<file path="config.mk">
export PLATFORM = sky130hd
export DESIGN_NAME = mm_pkt_stream_conv
export DESIGN_NICKNAME = d
export VERILOG_FILES = /design/src/rtl/mmps_pkg.sv /design/src/rtl/mmps_burst_ctl.sv /design/src/rtl/mmps_beat_stage.sv /design/src/rtl/mm_pkt_stream_conv.sv
export SDC_FILE = /design/constraint.sdc
export NUM_CORES = 1
export LEC_CHECK = 0
export BUFFER_PORTS_ARGS = -buffer_cell sky130_fd_sc_hd__clkbuf_2
export CAP_MARGIN = 40
export CORE_MARGIN = 5
export CORE_UTILIZATION = 50
export DETAILED_ROUTE_END_ITERATION = 8
export PLACE_DENSITY = 0.78
export REMOVE_ABC_BUFFERS = 1
export SLEW_MARGIN = 40
export SYNTH_ARGS = -nofsm -noshare
export SYNTH_HDL_FRONTEND = slang
export SYNTH_SLANG_ARGS = --single-unit
export TNS_END_PERCENT = 10
</file>
<file path="constraint.sdc">
create_clock -name clk -period 2.6 [get_ports clk]
set_clock_uncertainty 0.15 [all_clocks]
set_input_delay 0.52 -clock clk [delete_from_list [all_inputs] [get_ports clk]]
set_output_delay 0.52 -clock clk [all_outputs]
set_load 0.1 [all_outputs]
</file>
<file path="src/rtl/mmps_pkg.sv">
`timescale 1ns/1ps
package mmps_pkg;

    localparam logic [1:0] RESP_OKAY = 2'b00;

    typedef struct packed {
        logic active;    // burst address accepted, data not finished
        logic ctrl;      // burst targets the control page
        logic zero_off;  // burst started at page offset zero
        logic first;     // next beat is the first of the burst
        logic bvalid;    // response pending
    } burst_st_t;

endpackage

</file>
<file path="src/rtl/mmps_burst_ctl.sv">
`timescale 1ns/1ps
module mmps_burst_ctl
    import mmps_pkg::*;
#(
    parameter int PAGE_BITS = 12
) (
    input  logic               clk,
    input  logic               rst_n,
    input  logic               awvalid,
    output logic               awready,
    input  logic [PAGE_BITS:0] awaddr,
    input  logic               beat_fire,
    input  logic               beat_last,
    output logic               bvalid,
    input  logic               bready,
    output logic [1:0]         bresp,
    output logic               active,
    output logic               to_ctrl,
    output logic               wrap_beat
);

    burst_st_t st_d, st_q;

    assign awready   = !st_q.active && !st_q.bvalid;
    assign bvalid    = st_q.bvalid;
    assign bresp     = RESP_OKAY;
    assign active    = st_q.active;
    assign to_ctrl   = st_q.ctrl;
    assign wrap_beat = st_q.active && !st_q.ctrl && st_q.first && st_q.zero_off;

    always_comb begin
        st_d = st_q;
        if (awvalid && awready) begin
            st_d.active   = 1'b1;
            st_d.ctrl     = awaddr[PAGE_BITS];
            st_d.zero_off = (awaddr[PAGE_BITS-1:0] == '0);
            st_d.first    = 1'b1;
        end
        if (beat_fire) begin
            st_d.first = 1'b0;
            if (beat_last) begin
                st_d.active = 1'b0;
                st_d.bvalid = 1'b1;
            end
        end
        if (st_q.bvalid && bready) begin
            st_d.bvalid = 1'b0;
        end
    end

    always_ff @(posedge clk) begin
        if (!rst_n) st_q <= '0;
        else        st_q <= st_d;
    end

    // a finished burst always raises a response next cycle
    p_resp_after_last_r9: assert property (@(posedge clk) disable iff (!rst_n)
        (beat_fire && beat_last) |=> bvalid);

    // an accepted address closes the address channel until the response
    p_single_burst_r9: assert property (@(posedge clk) disable iff (!rst_n)
        (awvalid && awready) |=> !awready);

endmodule

</file>
<file path="src/rtl/mmps_beat_stage.sv">
`timescale 1ns/1ps
module mmps_beat_stage #(
    parameter int DATA_W = 32,
    parameter int CNT_W  = 4
) (
    input  logic                clk,
    input  logic                rst_n,
    input  logic                active,
    input  logic                to_ctrl,
    input  logic                wrap_beat,
    input  logic                wvalid,
    output logic                wready,
    input  logic [DATA_W-1:0]   wdata,
    input  logic [DATA_W/8-1:0] wstrb,
    output logic                beat_fire,
    output logic                tvalid,
    input  logic                tready,
    output logic [DATA_W-1:0]   tdata,
    output logic [DATA_W/8-1:0] tkeep,
    output logic                tlast
);

    localparam int STRB_W = DATA_W / 8;
    localparam logic [CNT_W-1:0] CNT_MAX = '1;
    localparam logic [CNT_W-1:0] CNT_ONE = CNT_W'(1);

    typedef struct packed {
        logic              hold_v;
        logic [DATA_W-1:0] hold_d;
        logic [STRB_W-1:0] hold_s;
        logic [CNT_W-1:0]  cnt;
        logic              tv;
        logic [DATA_W-1:0] td;
        logic [STRB_W-1:0] tk;
        logic              tl;
    } stage_st_t;

    stage_st_t st_d, st_q;
    logic out_free, move_held, mark_last;

    assign out_free  = !st_q.tv || tready;
    assign move_held = st_q.hold_v && (!to_ctrl || st_q.cnt == '0);
    assign mark_last = to_ctrl || wrap_beat;
    assign wready    = active && (!move_held || out_free);
    assign beat_fire = wvalid && wready;

    assign tvalid = st_q.tv;
    assign tdata  = st_q.td;
    assign tkeep  = st_q.tk;
    assign tlast  = st_q.tl;

    always_comb begin
        st_d = st_q;
        if (st_q.tv && tready) st_d.tv = 1'b0;
        if (beat_fire && move_held) begin
            st_d.tv = 1'b1;
            st_d.td = st_q.hold_d;
            st_d.tl = mark_last;
            st_d.tk = mark_last ? st_q.hold_s : '1;
        end
        if (beat_fire && !to_ctrl) begin
            st_d.hold_v = 1'b1;
            st_d.hold_d = wdata;
            st_d.hold_s = wstrb;
            if (wrap_beat && st_q.hold_v && st_q.cnt != CNT_MAX)
                st_d.cnt = st_q.cnt + CNT_ONE;
        end
        if (beat_fire && to_ctrl) begin
            if (st_q.cnt != '0)     st_d.cnt    = st_q.cnt - CNT_ONE;
            else if (st_q.hold_v)   st_d.hold_v = 1'b0;
        end
    end

    always_ff @(posedge clk) begin
        if (!rst_n) st_q <= '0;
        else        st_q <= st_d;
    end

    // a stalled stream beat does not change
    p_stream_stable_r8: assert property (@(posedge clk) disable iff (!rst_n)
        (tvalid && !tready) |=> (tvalid && $stable(tdata) && $stable(tkeep) && $stable(tlast)));

    // no data beat is taken while the held beat has nowhere to go
    p_no_loss_r8: assert property (@(posedge clk) disable iff (!rst_n)
        (st_q.hold_v && tvalid && !tready && !to_ctrl) |-> !wready);

    // completion with no closed packet pending terminates the held beat
    p_ctrl_release_r5: assert property (@(posedge clk) disable iff (!rst_n)
        (beat_fire && to_ctrl && st_q.cnt == '0 && st_q.hold_v) |=> (tvalid && tlast && !st_q.hold_v));

    // completion for a packet already closed by a wrap only decrements
    p_cnt_dec_r6: assert property (@(posedge clk) disable iff (!rst_n)
        (beat_fire && to_ctrl && st_q.cnt != '0) |=> (st_q.cnt == $past(st_q.cnt) - CNT_ONE));

    // the closed-packet counter never saturates in legal traffic
    p_no_overflow_r7: assert property (@(posedge clk) disable iff (!rst_n)
        (beat_fire && wrap_beat && st_q.hold_v) |-> (st_q.cnt != CNT_MAX));

endmodule

</file>
<file path="src/rtl/mm_pkt_stream_conv.sv">
`timescale 1ns/1ps
module mm_pkt_stream_conv #(
    parameter int PAGE_BITS = 12,
    parameter int DATA_W    = 32,
    parameter int CNT_W     = 4
) (
    input  logic                clk,
    input  logic                rst_n,
    input  logic                awvalid,
    output logic                awready,
    input  logic [PAGE_BITS:0]  awaddr,
    input  logic                wvalid,
    output logic                wready,
    input  logic [DATA_W-1:0]   wdata,
    input  logic [DATA_W/8-1:0] wstrb,
    input  logic                wlast,
    output logic                bvalid,
    input  logic                bready,
    output logic [1:0]          bresp,
    output logic                s_tvalid,
    input  logic                s_tready,
    output logic [DATA_W-1:0]   s_tdata,
    output logic [DATA_W/8-1:0] s_tkeep,
    output logic                s_tlast
);

    logic beat_fire, active, to_ctrl, wrap_beat;

    mmps_burst_ctl #(.PAGE_BITS(PAGE_BITS)) u_burst (
        .clk       (clk),
        .rst_n     (rst_n),
        .awvalid   (awvalid),
        .awready   (awready),
        .awaddr    (awaddr),
        .beat_fire (beat_fire),
        .beat_last (wlast),
        .bvalid    (bvalid),
        .bready    (bready),
        .bresp     (bresp),
        .active    (active),
        .to_ctrl   (to_ctrl),
        .wrap_beat (wrap_beat)
    );

    mmps_beat_stage #(.DATA_W(DATA_W), .CNT_W(CNT_W)) u_stage (
        .clk       (clk),
        .rst_n     (rst_n),
        .active    (active),
        .to_ctrl   (to_ctrl),
        .wrap_beat (wrap_beat),
        .wvalid    (wvalid),
        .wready    (wready),
        .wdata     (wdata),
        .wstrb     (wstrb),
        .beat_fire (beat_fire),
        .tvalid    (s_tvalid),
        .tready    (s_tready),
        .tdata     (s_tdata),
        .tkeep     (s_tkeep),
        .tlast     (s_tlast)
    );

endmodule

</file>
# [After elaboration in Yosys (flattened, before gate mapping)]
# Cells that the tools add are included.
[word_totals] inputBits=56 register_bits=84 word_cells=61 output_inout_bits=43
[op_classes] n_reduce_logical=31 muxes=13 n_eq_ne=1 n_bitwise=1 n_addsub=2
[op_table] operator="$mux W41" n=1
[op_table] operator="$mux W38" n=1
[op_table] operator="$mux W4" n=5
[op_table] operator="$logic_and A1 B1 Y1" n=15
[op_table] operator="$logic_not A12 Y1" n=1
[op_table] operator="$mux W1" n=6
[op_table] operator="$logic_not A1 Y1" n=5
[op_table] operator="$add A4 B1 Y4 const B" n=1
[op_table] operator="$logic_not A4 Y1" n=1
[op_table] operator="$logic_or A1 B1 Y1" n=4
[op_table] operator="$ne A4 B4 Y1 const B" n=1
[op_table] operator="$reduce_bool A4 Y1" n=1
[op_table] operator="$reduce_or A2 Y1" n=2
[op_table] operator="$sub A4 B1 Y4 const B" n=1
[op_table] operator="$reduce_and A2 Y1" n=1
[op_table] operator="$reduce_bool A2 Y1" n=1
[op_table] operator="$not A1 Y1" n=1

# [Logic depth before layout (Yosys ltp)]
# Gate-level depths: netlist of the first run.
[depth] ltp_word=12 ltp_mapped=8 ltp_nobuf=6

# [Hierarchy]
# A second synthesis of the first run with hierarchy kept.
[unflattened] hier_cells=436 hier_area_um2=3663.5
[modules_own_cells] module="mmps_beat_stage" area_each_um2=3415.8 instances=1 cells_each=411 seq_area_each_um2=1581.5
[modules_own_cells] module="mmps_burst_ctl" area_each_um2=247.7 instances=1 cells_each=25 seq_area_each_um2=100.1

# [Worst setup path before layout of the first run]
# OpenSTA, ideal clock, no wires.
[synth_path] kind="register to output" start="register u_stage.st_q (netlist bit u_stage.tvalid)" end="output port wready" setup_slack_ns=-1.413 t_arrival_ns=3.343 path_stages_with_launch=4 path_buffers=1 required_time_ns=1.930 path_cell_list="dfxtp_1 nor2b_1 clkbuf_1 a21boi_0"
[synth_between] elab_chain_len=4
[synth_rtl] item="start, declared" line_no="mmps_beat_stage.sv:38" text="stage_st_t st_d, st_q;"
[synth_rtl] item="start signal, assigned" line_no="mmps_beat_stage.sv:76" text="else st_q <= st_d;"
[synth_rtl] item="$logic_not A1 Y1" line_no="mmps_beat_stage.sv:41" text="assign out_free = !st_q.tv || tready;"
[synth_rtl] item="$logic_or A1 B1 Y1" line_no="mmps_beat_stage.sv:41"
[synth_rtl] item="$logic_or A1 B1 Y1" line_no="mmps_beat_stage.sv:44" text="assign wready = active && (!move_held || out_free);"
[synth_rtl] item="$logic_and A1 B1 Y1" line_no="mmps_beat_stage.sv:44"
[synth_rtl] item="end, declared" line_no="mm_pkt_stream_conv.sv:13" text="output logic wready,"
# No other way between the ends.

# [Worst setup path after layout of the first run]
[layout_path] start="register u_stage.st_q[39] in the netlist's numbering" end="output port wready"
[layout_between] elab_chain_len=6
[layout_rtl] item="$logic_not A4 Y1" line_no="mmps_beat_stage.sv:42" text="assign move_held = st_q.hold_v && (!to_ctrl || st_q.cnt == '0);"
[layout_rtl] item="$logic_or A1 B1 Y1" line_no="mmps_beat_stage.sv:42"
[layout_rtl] item="$logic_and A1 B1 Y1" line_no="mmps_beat_stage.sv:42"
[layout_rtl] item="$logic_not A1 Y1" line_no="mmps_beat_stage.sv:44"
[layout_rtl] item="$logic_or A1 B1 Y1" line_no="mmps_beat_stage.sv:44"
[layout_rtl] item="$logic_and A1 B1 Y1" line_no="mmps_beat_stage.sv:44"
# No other way between the ends.

==> flow_results.org, run 1 <==
** Critical path
- In this run the worst path has a maximum fanout of 5.
- Worst r2r path cells :: 7
- Across all register-to-register paths, the minimum setup slack is 0.34 ns.
- STA puts the critical path data required time at 1.93 ns.
- The worst setup path is of the flip-flop to output port kind.
- For the worst setup path, the data arrival time is 1.81 ns.
- In this run the critical register-to-register path is launched from u_stage.st_q[39].
- The worst register-to-register path ends at u_stage.tdata[15].
- STA classifies the critical path endpoint as an output port.
- STA classifies the critical path startpoint as a flip-flop.

** Clocking
- CTS Root Cell :: sky130_fd_sc_hd__clkbuf_8
- The H-tree was split into 3 levels.
- TritonCTS built the clock tree.
- The clock drives 84 sinks.
- Clock buffer count from CTS :: 9
- Clock latency on the worst-skew pair, taken at its later pin, is around 0.34 ns.
- The clock passes through at most 2 buffers.
- In this run, post-CTS hold repair placed 0 buffers.
- Clock-pin slew was measured on the worst setup and hold paths at 0.08 ns.

** Placed design
- At the end of routability-driven placement, the weighted congestion stood at 0.7310.
- Post-DP HPWL :: a little over 5 mm
- Input and output buffers added on the ports amount to 96.
- Setup Slack @ Placement :: 0.3153 ns

** Floorplan
- Floorplan row count :: 31
- Die ar. :: ~9100 sq um
- Measured along the x axis, the die boundary spans between 90 and 100 um.
- 99 I/O pins were placed.
- The die is around 96 um tall.
- The floorplan step defined a core boundary enclosing 7176 sq um.
- Once the floorplan was initialized, standard cells occupied 51.02% of the core.

** Route
- The first routing iteration left 91 violations.
- Vias per inst :: 5.157
- The pre-antenna-repair detailed-routing pass consisted of 4 iterations.
- Number of remaining DRC errors :: 0
- The final layout contains routed wiring with a total length of 7.374 mm.
- Wire length per cell after detailed routing :: ~13 um
- Vias post-DR :: 3017
- Count of antenna-violating nets left after detailed routing :: 0

** Layout
- Of the cells placed in the final design, the portion with a size suffix greater than 1 is 26.75%.
- The number of antenna diodes in the final layout is 0.
- Relative to the synthesized area, the layout overhead comes to 12.99%.
- After the last flow step, the layout net total stands at 540.

** Pwr
- Per report_power, the clock group accounts for 37.0% of the total.
- Net switching is 24.15% of the power.
- Worst vdd rail ir drop :: 0.3541 mV
- Power share of the combinational group :: under 10%
- In this run the power density over the cells is 601.6 nW/um^2.
- Leak pwr :: 0.001661 uW
- In this run, flip-flops and latches consume 53.8% of the power.
- Reported net switching power :: 601.1 uW
- Internal power comes to about 1900 uW.

** Timing
- Total count of hold-check failures in the final report :: 0
- Final max-slew violation count :: 0
- For this run, the top clock speed supported by timing is 403.8 MHz.
- Setup violations remaining at the end of the flow were counted as 0.
- Fin crit period :: 2.477 ns
- Share of the cycle needed by the critical path after routing :: 95.25%
- Worst Max-Slew Pin Slew :: about 0.57 ns
- In the post-route analysis, the smallest setup slack over all paths is about 0.12 ns.
- The worst pin sits at a relative slew slack of roughly 62%.
- Setup repair after global routing left no endpoint under its margin.
- In the final timing run, aggregate negative setup slack is 0 ns.

** Synth
- Summed over all instances, the cell type with the most area after synthesis is sky130_fd_sc_hd__dfxtp_1.
- In this run, synthesis produced a sequential element count of 84.
- Mean cell area of the mapped netlist :: 8.397 sq um
- Of the total synthesized cell area, the portion taken by AND, OR, NAND and NOR gates is 21.26%.
- Cell area after synthesis :: ~3700 sq um
- Mux cell area share after synthesis :: 0.5810%
- The synthesized netlist devotes 0.2392% of its cell area to XOR and XNOR gates.
- Number of enable-type register cells in the synthesized netlist :: 0
- The synthesized netlist devotes 18.59% of its cell area to compound gates.
- Dominant combinational cell family by area after synthesis :: simple AND/OR/NAND/NOR gates
- Seq/Total Area, Yosys :: 45.93%
- The cell count after synthesis came out at 436.
- Share of the synthesized area in the top cell type :: 45.93%
- Summing the areas of all fa, ha and maj instances in the mapped netlist gives 0.6835% of the synthesized area.
- After synthesis, the cell types taking the most area are sky130_fd_sc_hd__dfxtp_1, sky130_fd_sc_hd__nand2_1, sky130_fd_sc_hd__buf_4.
- Fraction of registers with async set/reset :: 0%
- Primary flip-flop cell chosen by synthesis mapping :: sky130_fd_sc_hd__dfxtp_1
- The netlist uses 47 different library cells.
- For this run, the number of Yosys warnings is 0.

** Run
- The tool flagged a number of max-cap violations equal to 0.

** Global route
- Via count of the first global-routing pass :: 2825
- The initial antenna violation count came to 0.
- Grt ovf :: 0
- Global-route wire length before repair :: approximately 12 mm
- Largest net degree at the start of global routing :: 76
- Tot GR Track Use :: between 10% and 20%

** Worst hold path
- Hold-critical path depth :: 3
- For hold timing, the worst endpoint is u_stage.st_q[56].
- Path type of the worst min-delay path :: input port to flip-flop
- The startpoint identified for the worst hold timing path is wdata[10].

** Outcome
- Status :: complete, no violations
-- flip-flops by register name, summed over array words and instances (netlist names) --
signal	count
u_stage.st_q	41
u_stage.tdata	32
u_stage.tkeep	4
u_burst.st_q	2
u_burst.active	1
u_burst.bvalid	1
u_burst.to_ctrl	1
u_stage.tlast	1
u_stage.tvalid	1
-- routing by layer --
layer	share of wire, %	routed length [um]	vias to the layer above	global-route usage [%]
met1	43	3174	1410	19.77
met2	49	3634	77	28.84
li1	-	-	1523	-
met5	0	0	-	0
met4	0.87	64	0	5.687
met3	6.8	500	7	3.473
-- through the flow --
stage | cells | instance area, sq um | power, uW | utilization, % | hold WS [ns]
floorplan | 367 | 3214 | 1485 | - | 0.2870
global placement | 570 | 3929 | 1593 | 54.75 | 0.2892
detailed placement | 570 | 3929 | 1599 | 54.75 | 0.2900
CTS | 585 | 4129 | 2521 | 57.54 | 0.2409
global route | 585 | 4136 | 2591 | 57.65 | 0.2487
finish | 585 | 4136 | 2488 | 57.65 | 0.2530
-- worst max-delay path: stages (launching register included) --
cell and delay, ns:
sky130_fd_sc_hd__dfxtp_1 0.35, sky130_fd_sc_hd__inv_1 0.09, sky130_fd_sc_hd__ha_1 0.17, sky130_fd_sc_hd__or3b_4 0.43, sky130_fd_sc_hd__a21oi_2 0.17, sky130_fd_sc_hd__a21boi_2 0.08
sky130_fd_sc_hd__buf_12 0.17
-- synthesized netlist by cell type, drive strengths merged (2+ instances only) --
library cell  instances
nand2               111
nand4                 4
o211ai                5
o211a                 2
inv                   3
o21a                  2
or3                   2
a211oi                2
dfxtp                84
nand2b                3
o21ai                41
nor3                  2
and3                  2
ha                    2
nand3                33
and4                  2
a211o                 2
nor2b                 3
a21oi                 2
a21boi               39
nor4                  5
clkbuf               20
buf                  50
-- power by group through the flow --
| stage | Clock (uW) | Combinational [uW] | Sequential, uW |
|---|---|---|---|
| 2_1_floorplan | 0 | 106 | 1380 |
| 3_3_place_gp | 0 | 226 | 1370 |
| 3_5_place_dp | 0 | 231 | 1370 |
| 4_1_cts | 951 | 232 | 1340 |
| 5_1_grt | 997 | 252 | 1340 |
| 6_report | 920 | 230 | 1340 |
-- worst max-delay path by stage --
stage | from | end | slack [ns] | cells after the start
after CTS | u_stage.st_q[38] | wready | 0.04 | 6
after floorplan | u_stage.tvalid | wready | -1.31 | 2
after detailed placement | u_stage.st_q[38] | wready | 0.32 | 6
after global routing | u_stage.st_q[39] | wready | 0.03 | 6
after global placement | u_stage.st_q[38] | wready | 0.38 | 6
final | u_stage.st_q[39] | wready | 0.12 | 6
-- cell usage in the layout, fill, tap and decap left out, drive strengths merged, types with 2 or more instances in the layout --
cell type / count
a211o: 2
a211oi: 2
a21boi: 39
a21oi: 2
and3: 2
and4: 2
buf: 10
clkbuf: 105
clkinv: 3
conb: 2
dfxtp: 84
ha: 2
inv: 3
nand2: 111
nand2b: 3
nand3: 33
nand4: 4
nor2b: 3
nor3: 2
nor4: 5
o211a: 2
o211ai: 5
o21a: 2
o21ai: 41
or3: 2
-- cell families (layout without fill, tap and decap cells) --
group,Yosys count,after routing
adder cells (fa/ha/maj),2,2
multiplexers,2,2
buffers and inverters,73,122
other,1,2
XOR/XNOR,1,1
flip-flops,84,84
AO/OA/AOI/OAI,100,100
AND/OR/NAND/NOR,173,173
-- repair_timing --
| item | 4_1_cts | 5_1_grt |
|---|---|---|
| setup endpoints to repair | 1 | 1 |
| buffers inserted | 0 | 0 |
| gates resized for setup | 1 | 2 |
| cloned | 0 | 0 |
-- layout make-up --
class	count	area [sq um]
multi-input combinational	280	1536
clock inverter	4	48.80
timing repair buffer	104	583.1
sequential	84	1682
clock buffer	11	151.4
tap	99	123.9
fill	671	3039
inverter	3	11.26
Note: power is estimated with default switching activity, not from simulation.
==> inputs of run 2 (changes only) <==
--- a/config.mk
+++ b/config.mk
@@ -15,5 +15,6 @@
 export SLEW_MARGIN = 40
 export SYNTH_ARGS = -nofsm -noshare
 export SYNTH_HDL_FRONTEND = slang
+export SYNTH_HIERARCHICAL = 1
 export SYNTH_SLANG_ARGS = --single-unit
 export TNS_END_PERCENT = 10
==> run 2 against run 1 <==
  * Utilization is 0.54 points lower
  * Via count decreased by 0.80%
  * Largest cell class unchanged
  * Cell count up 0.34%
  * Critical path depth unchanged
  * Clock power down 9.7%
  * Global-route usage rose by 0.22 points
==> flow_results.org, run 2 <==
** Synth
- Syn Inst Count :: 436 (unchanged)
- The mux share of post-synthesis cell area was 0.8197% (+0.24 points).
- Most numerous cell in the Yosys netlist :: sky130_fd_sc_hd__nand2_1
- The count of different cell masters after synthesis came to 42 (-11%).
- The basic-gate share of the synthesized area counting and, or, nand and nor cells came to 22.06% (+0.81 points).
- Share of the synthesized area in the top cell type :: 45.90% (about the same)
- Ranking of synthesized cells by instance count :: sky130_fd_sc_hd__nand2_1, sky130_fd_sc_hd__dfxtp_1, sky130_fd_sc_hd__buf_4
- The share of synthesized cell area in full adder, half adder and majority cells came to 0.6831% (about the same).
- Mean cell area of the mapped netlist :: 8.403 sq um (about the same)
- Fraction of registers with async set/reset :: 0% (unchanged)
- After synthesis, the largest family of logic cells by area is simple AND/OR/NAND/NOR gates.
- Number of warnings issued by yosys :: 6 (+6)
- Among all flip-flop cells after synthesis, the most frequent one is sky130_fd_sc_hd__dfxtp_1.
- The post-synthesis instance area is 3664 sq um (about the same).
- Seq/Total Area, Yosys :: 45.90% (about the same)
- Xor and xnor fraction of the mapped netlist area :: 0% (-0.24 points)
- Area contributors post-synth :: sky130_fd_sc_hd__dfxtp_1, sky130_fd_sc_hd__nand2_1, sky130_fd_sc_hd__buf_4
- The number of flip-flops and latches in the synthesized netlist was 84 (unchanged).
- The largest total area in the synthesized netlist belongs to sky130_fd_sc_hd__dfxtp_1.
- Fraction of the mapped netlist area in compound gates :: 17.86% (-0.73 points)
- Number of enable-type register cells in the synthesized netlist :: 0 (unchanged)

** Route
- Vias post-DR :: 2993 (-0.80%)
- Wire length per cell after detailed routing :: 12.55 um (-0.46%)
- The via-per-instance ratio was 5.099 (-1.1%).
- Detailed Route WL :: 7.365 mm (-0.12%)
- The iteration-0 DRC count of the detailed router came to 69 (-24%).
- The number of remaining DRC errors was 0 (unchanged).
- TritonRoute pass-1 iters :: 4 (unchanged)
- The remaining number of nets flagged by the antenna check after routing was 0 (unchanged).

** Pwr
- Worst vdd rail ir drop :: 0.3479 mV (-1.7%)
- Power density relative to cell area :: 585.7 nW/um^2 (-2.6%)
- Leak pwr :: 0.001640 uW (-1.3%)

** Layout
- The design area is 4098 sq um (-0.94%).
- Multi-input gate area :: 1539 sq um (+0.16%)
- Commonest non-fill, non-tap cells in the layout :: sky130_fd_sc_hd__nand2_1, sky130_fd_sc_hd__clkbuf_2, sky130_fd_sc_hd__dfxtp_1
- The sequential cell area came to 1683 sq um (about the same).
- The number of flip-flops under the largest register name was 41 (unchanged).
- Leaving out fill and tap cells, the most frequent cell in the layout is sky130_fd_sc_hd__nand2_1.
- More flip-flops sit in one register than any other, and that register is u_stage/st_q.
- Relative to the synthesized area, the layout overhead comes to 11.85%.
- The final-stage net count came to 541 (+0.19%).
- Ratio of cells with drive above 1 in the final layout :: 25.61% (-1.1 points)
- The count of placed standard cells in the final layout, fillers left out is 587 (+0.34%).
- The count of filler cells inserted in the layout is 668 (-0.45%).
- The number of diodes added for antenna fixing is 0 (unchanged).

** Critical path
- Worst Setup Path Type :: flip-flop to output port
- The largest fanout of any net on the critical path was 5 (unchanged).
- Crit-path max cell delay :: 0.38 ns (-0.05 ns)
- Slowest cell on the critical path :: sky130_fd_sc_hd__dfxtp_1
- The worst setup path is launched from a flip-flop.
- Among cell families on the critical path, the largest total delay comes from flip-flops.
- Required time worst endpoint :: 1.93 ns (about the same)
- The count of buffer and inverter cells on the critical path was 2 (unchanged).
- Traced cell by cell, the critical path runs through inv_1 > ha_1 > or3b_4 > nand2_1 > a31oi_2 > buf_12.
- The data arrival time at the worst-slack endpoint is 1.80 ns (about the same).
- Endpoint kind of the worst setup timing path :: output port

** Floorplan
- Core region area :: 7176 sq um (unchanged)
- Count of boundary I/O pins :: 99 (unchanged)
- The die boundary height came to 95.60 um (about the same).
- The initial cell density of the core was 51.05% (about the same).
- Die Wd :: 95.60 um (about the same)
- The placement row count came to 31 (unchanged).
- Die ar. :: 9139 sq um (about the same)

** Timing
- Unrepaired setup endpoints after global routing :: false
- The post-route clock period utilization came to 95.08% (-0.18 points).
- Max Fclk :: 404.5 MHz (+0.19%)
- Total setup violations reported at the end of the flow :: 0 (unchanged)
- Fin crit period :: 2.472 ns (-0.004623 ns)
- Worst Max-Slew Pin Slew :: 0.5705 ns (+0.0007141 ns)
- Total count of hold-check failures in the final report :: 0 (unchanged)
- The worst slew slack as a fraction of its limit came to 62.13% (about the same).
- The number of max-slew violations in the final report came to 0 (unchanged).

** Clocking
- Clock buffer count from CTS :: 9 (unchanged)
- Maximum count of clock buffers along a single path :: 2 (unchanged)
- CTS tree :: built
- Clock insertion delay at the later pin of the skew report :: 0.34 ns (about the same)
- Post-CTS setup buffer count :: 0 (unchanged)
- The tree is rooted in a sky130_fd_sc_hd__clkbuf_8.
- H-tree depth :: 3 (unchanged)
- Quantity of gates resized following cts :: 0 (-1)
- Post-CTS Hold Fix Bufs :: 0 (unchanged)
- Clock-pin transition on the worst setup and hold timing paths :: 0.09 ns (about the same)
- The clock sink count is 84 (unchanged).

** Placed design
- The weighted congestion reported at the end of routability-driven placement was 0.7268 (-0.57%).
- The half-perimeter wire length after detailed placement was 5.126 mm (-0.21%).
- Placed inst area :: 3916 sq um (-0.32%)
- The number of port buffers was 96 (unchanged).
- The cell count after placement was 571 (+0.18%).

** Global route
- The initial antenna violation count is 0 (unchanged).
- Tot GR Track Use :: 16.65% (+0.22 points)
- Global-route wire length before repair :: 12.14 mm (unchanged)
- Via count of the first global-routing pass :: 2773 (-1.8%)
- Grt ovf :: 0 (unchanged)
- Largest net degree at the start of global routing :: 57 (-25%)

** Outcome
- The run finished with clean final reports.

** Run
- Max_cap viols :: 0 (unchanged)

** Worst hold path
- The worst hold path belongs to the class input port to flip-flop.
## run 2: layer usage
layer  up-vias  GRT usage (%)  share of wire (%)  wire [um]
met5         -              0                  0          0
li1       1524              -                  -          -
met4         0          5.332               0.88         65
met3         6          4.657                6.9        511
met1      1379          19.87                 45       3295
met2        84          28.78                 47       3491
## run 2: kinds of logic after synthesis
| family | count (synthesis) |
|---|---|
| other | 1 |
| muxes | 3 |
| AOI/OAI and AO/OA | 93 |
| DFF | 84 |
| adders and majority gates | 2 |
| buffers and inverters | 72 |
| and+or+nand+nor | 181 |
## run 2: path summary, 6_finish.rpt
| path | cells after the start | end | slack (ns) | start |
|---|---|---|---|---|
| worst max-delay path | 6 | wready | 0.13 | u_stage/st_q[39] |
| worst min-delay path | 3 | u_stage/st_q[47] | 0.25 | wdata[1] |
| worst max register to register | 7 | u_stage/tdata[22] | 0.39 | u_stage/st_q[39] |
| worst min register to register | 2 | u_stage/tdata[19] | 0.31 | u_stage/tdata[19] |
## run 2: layout make-up
cell class / count / share of cell area, %
clock buffer: 10 / 3.114
clock inverter: 6 / 1.130
timing repair buffer: 103 / 13.74
tap: 99 / 3.023
multi-input combinational: 281 / 37.56
sequential: 84 / 41.07
inverter: 4 / 0.3664
## run 2: report_power, final
group | total, uW | switching [uW] | internal, uW
clock network | 831 | 477 | 354
registers | 1340 | 23.9 | 1320
logic | 228 | 148 | 80.4
## run 2: stage by stage
| stage | hold WS (ns) | utilization (%) | setup WS, ns | total power [uW] | TNS (ns) |
|---|---|---|---|---|---|
| global placement | 0.2916 | 54.58 | 0.4618 | 1594 | 0 |
| finish | 0.2543 | 57.11 | 0.1280 | 2400 | 0 |
| global route | 0.2235 | 57.11 | 0.03471 | 2517 | 0 |
| floorplan | 0.2870 | - | -0.8068 | 1492 | -33.12 |
| detailed placement | 0.2974 | 54.58 | 0.3987 | 1600 | 0 |
| CTS | 0.2289 | 57.00 | 0.03901 | 2427 | 0 |
## run 2: worst min-delay path: cells and delay by family
family	cells	cell delay, ns
AOI/OAI and AO/OA	1	0.06
buffers and inverters	1	0.08
and+or+nand+nor	1	0.04
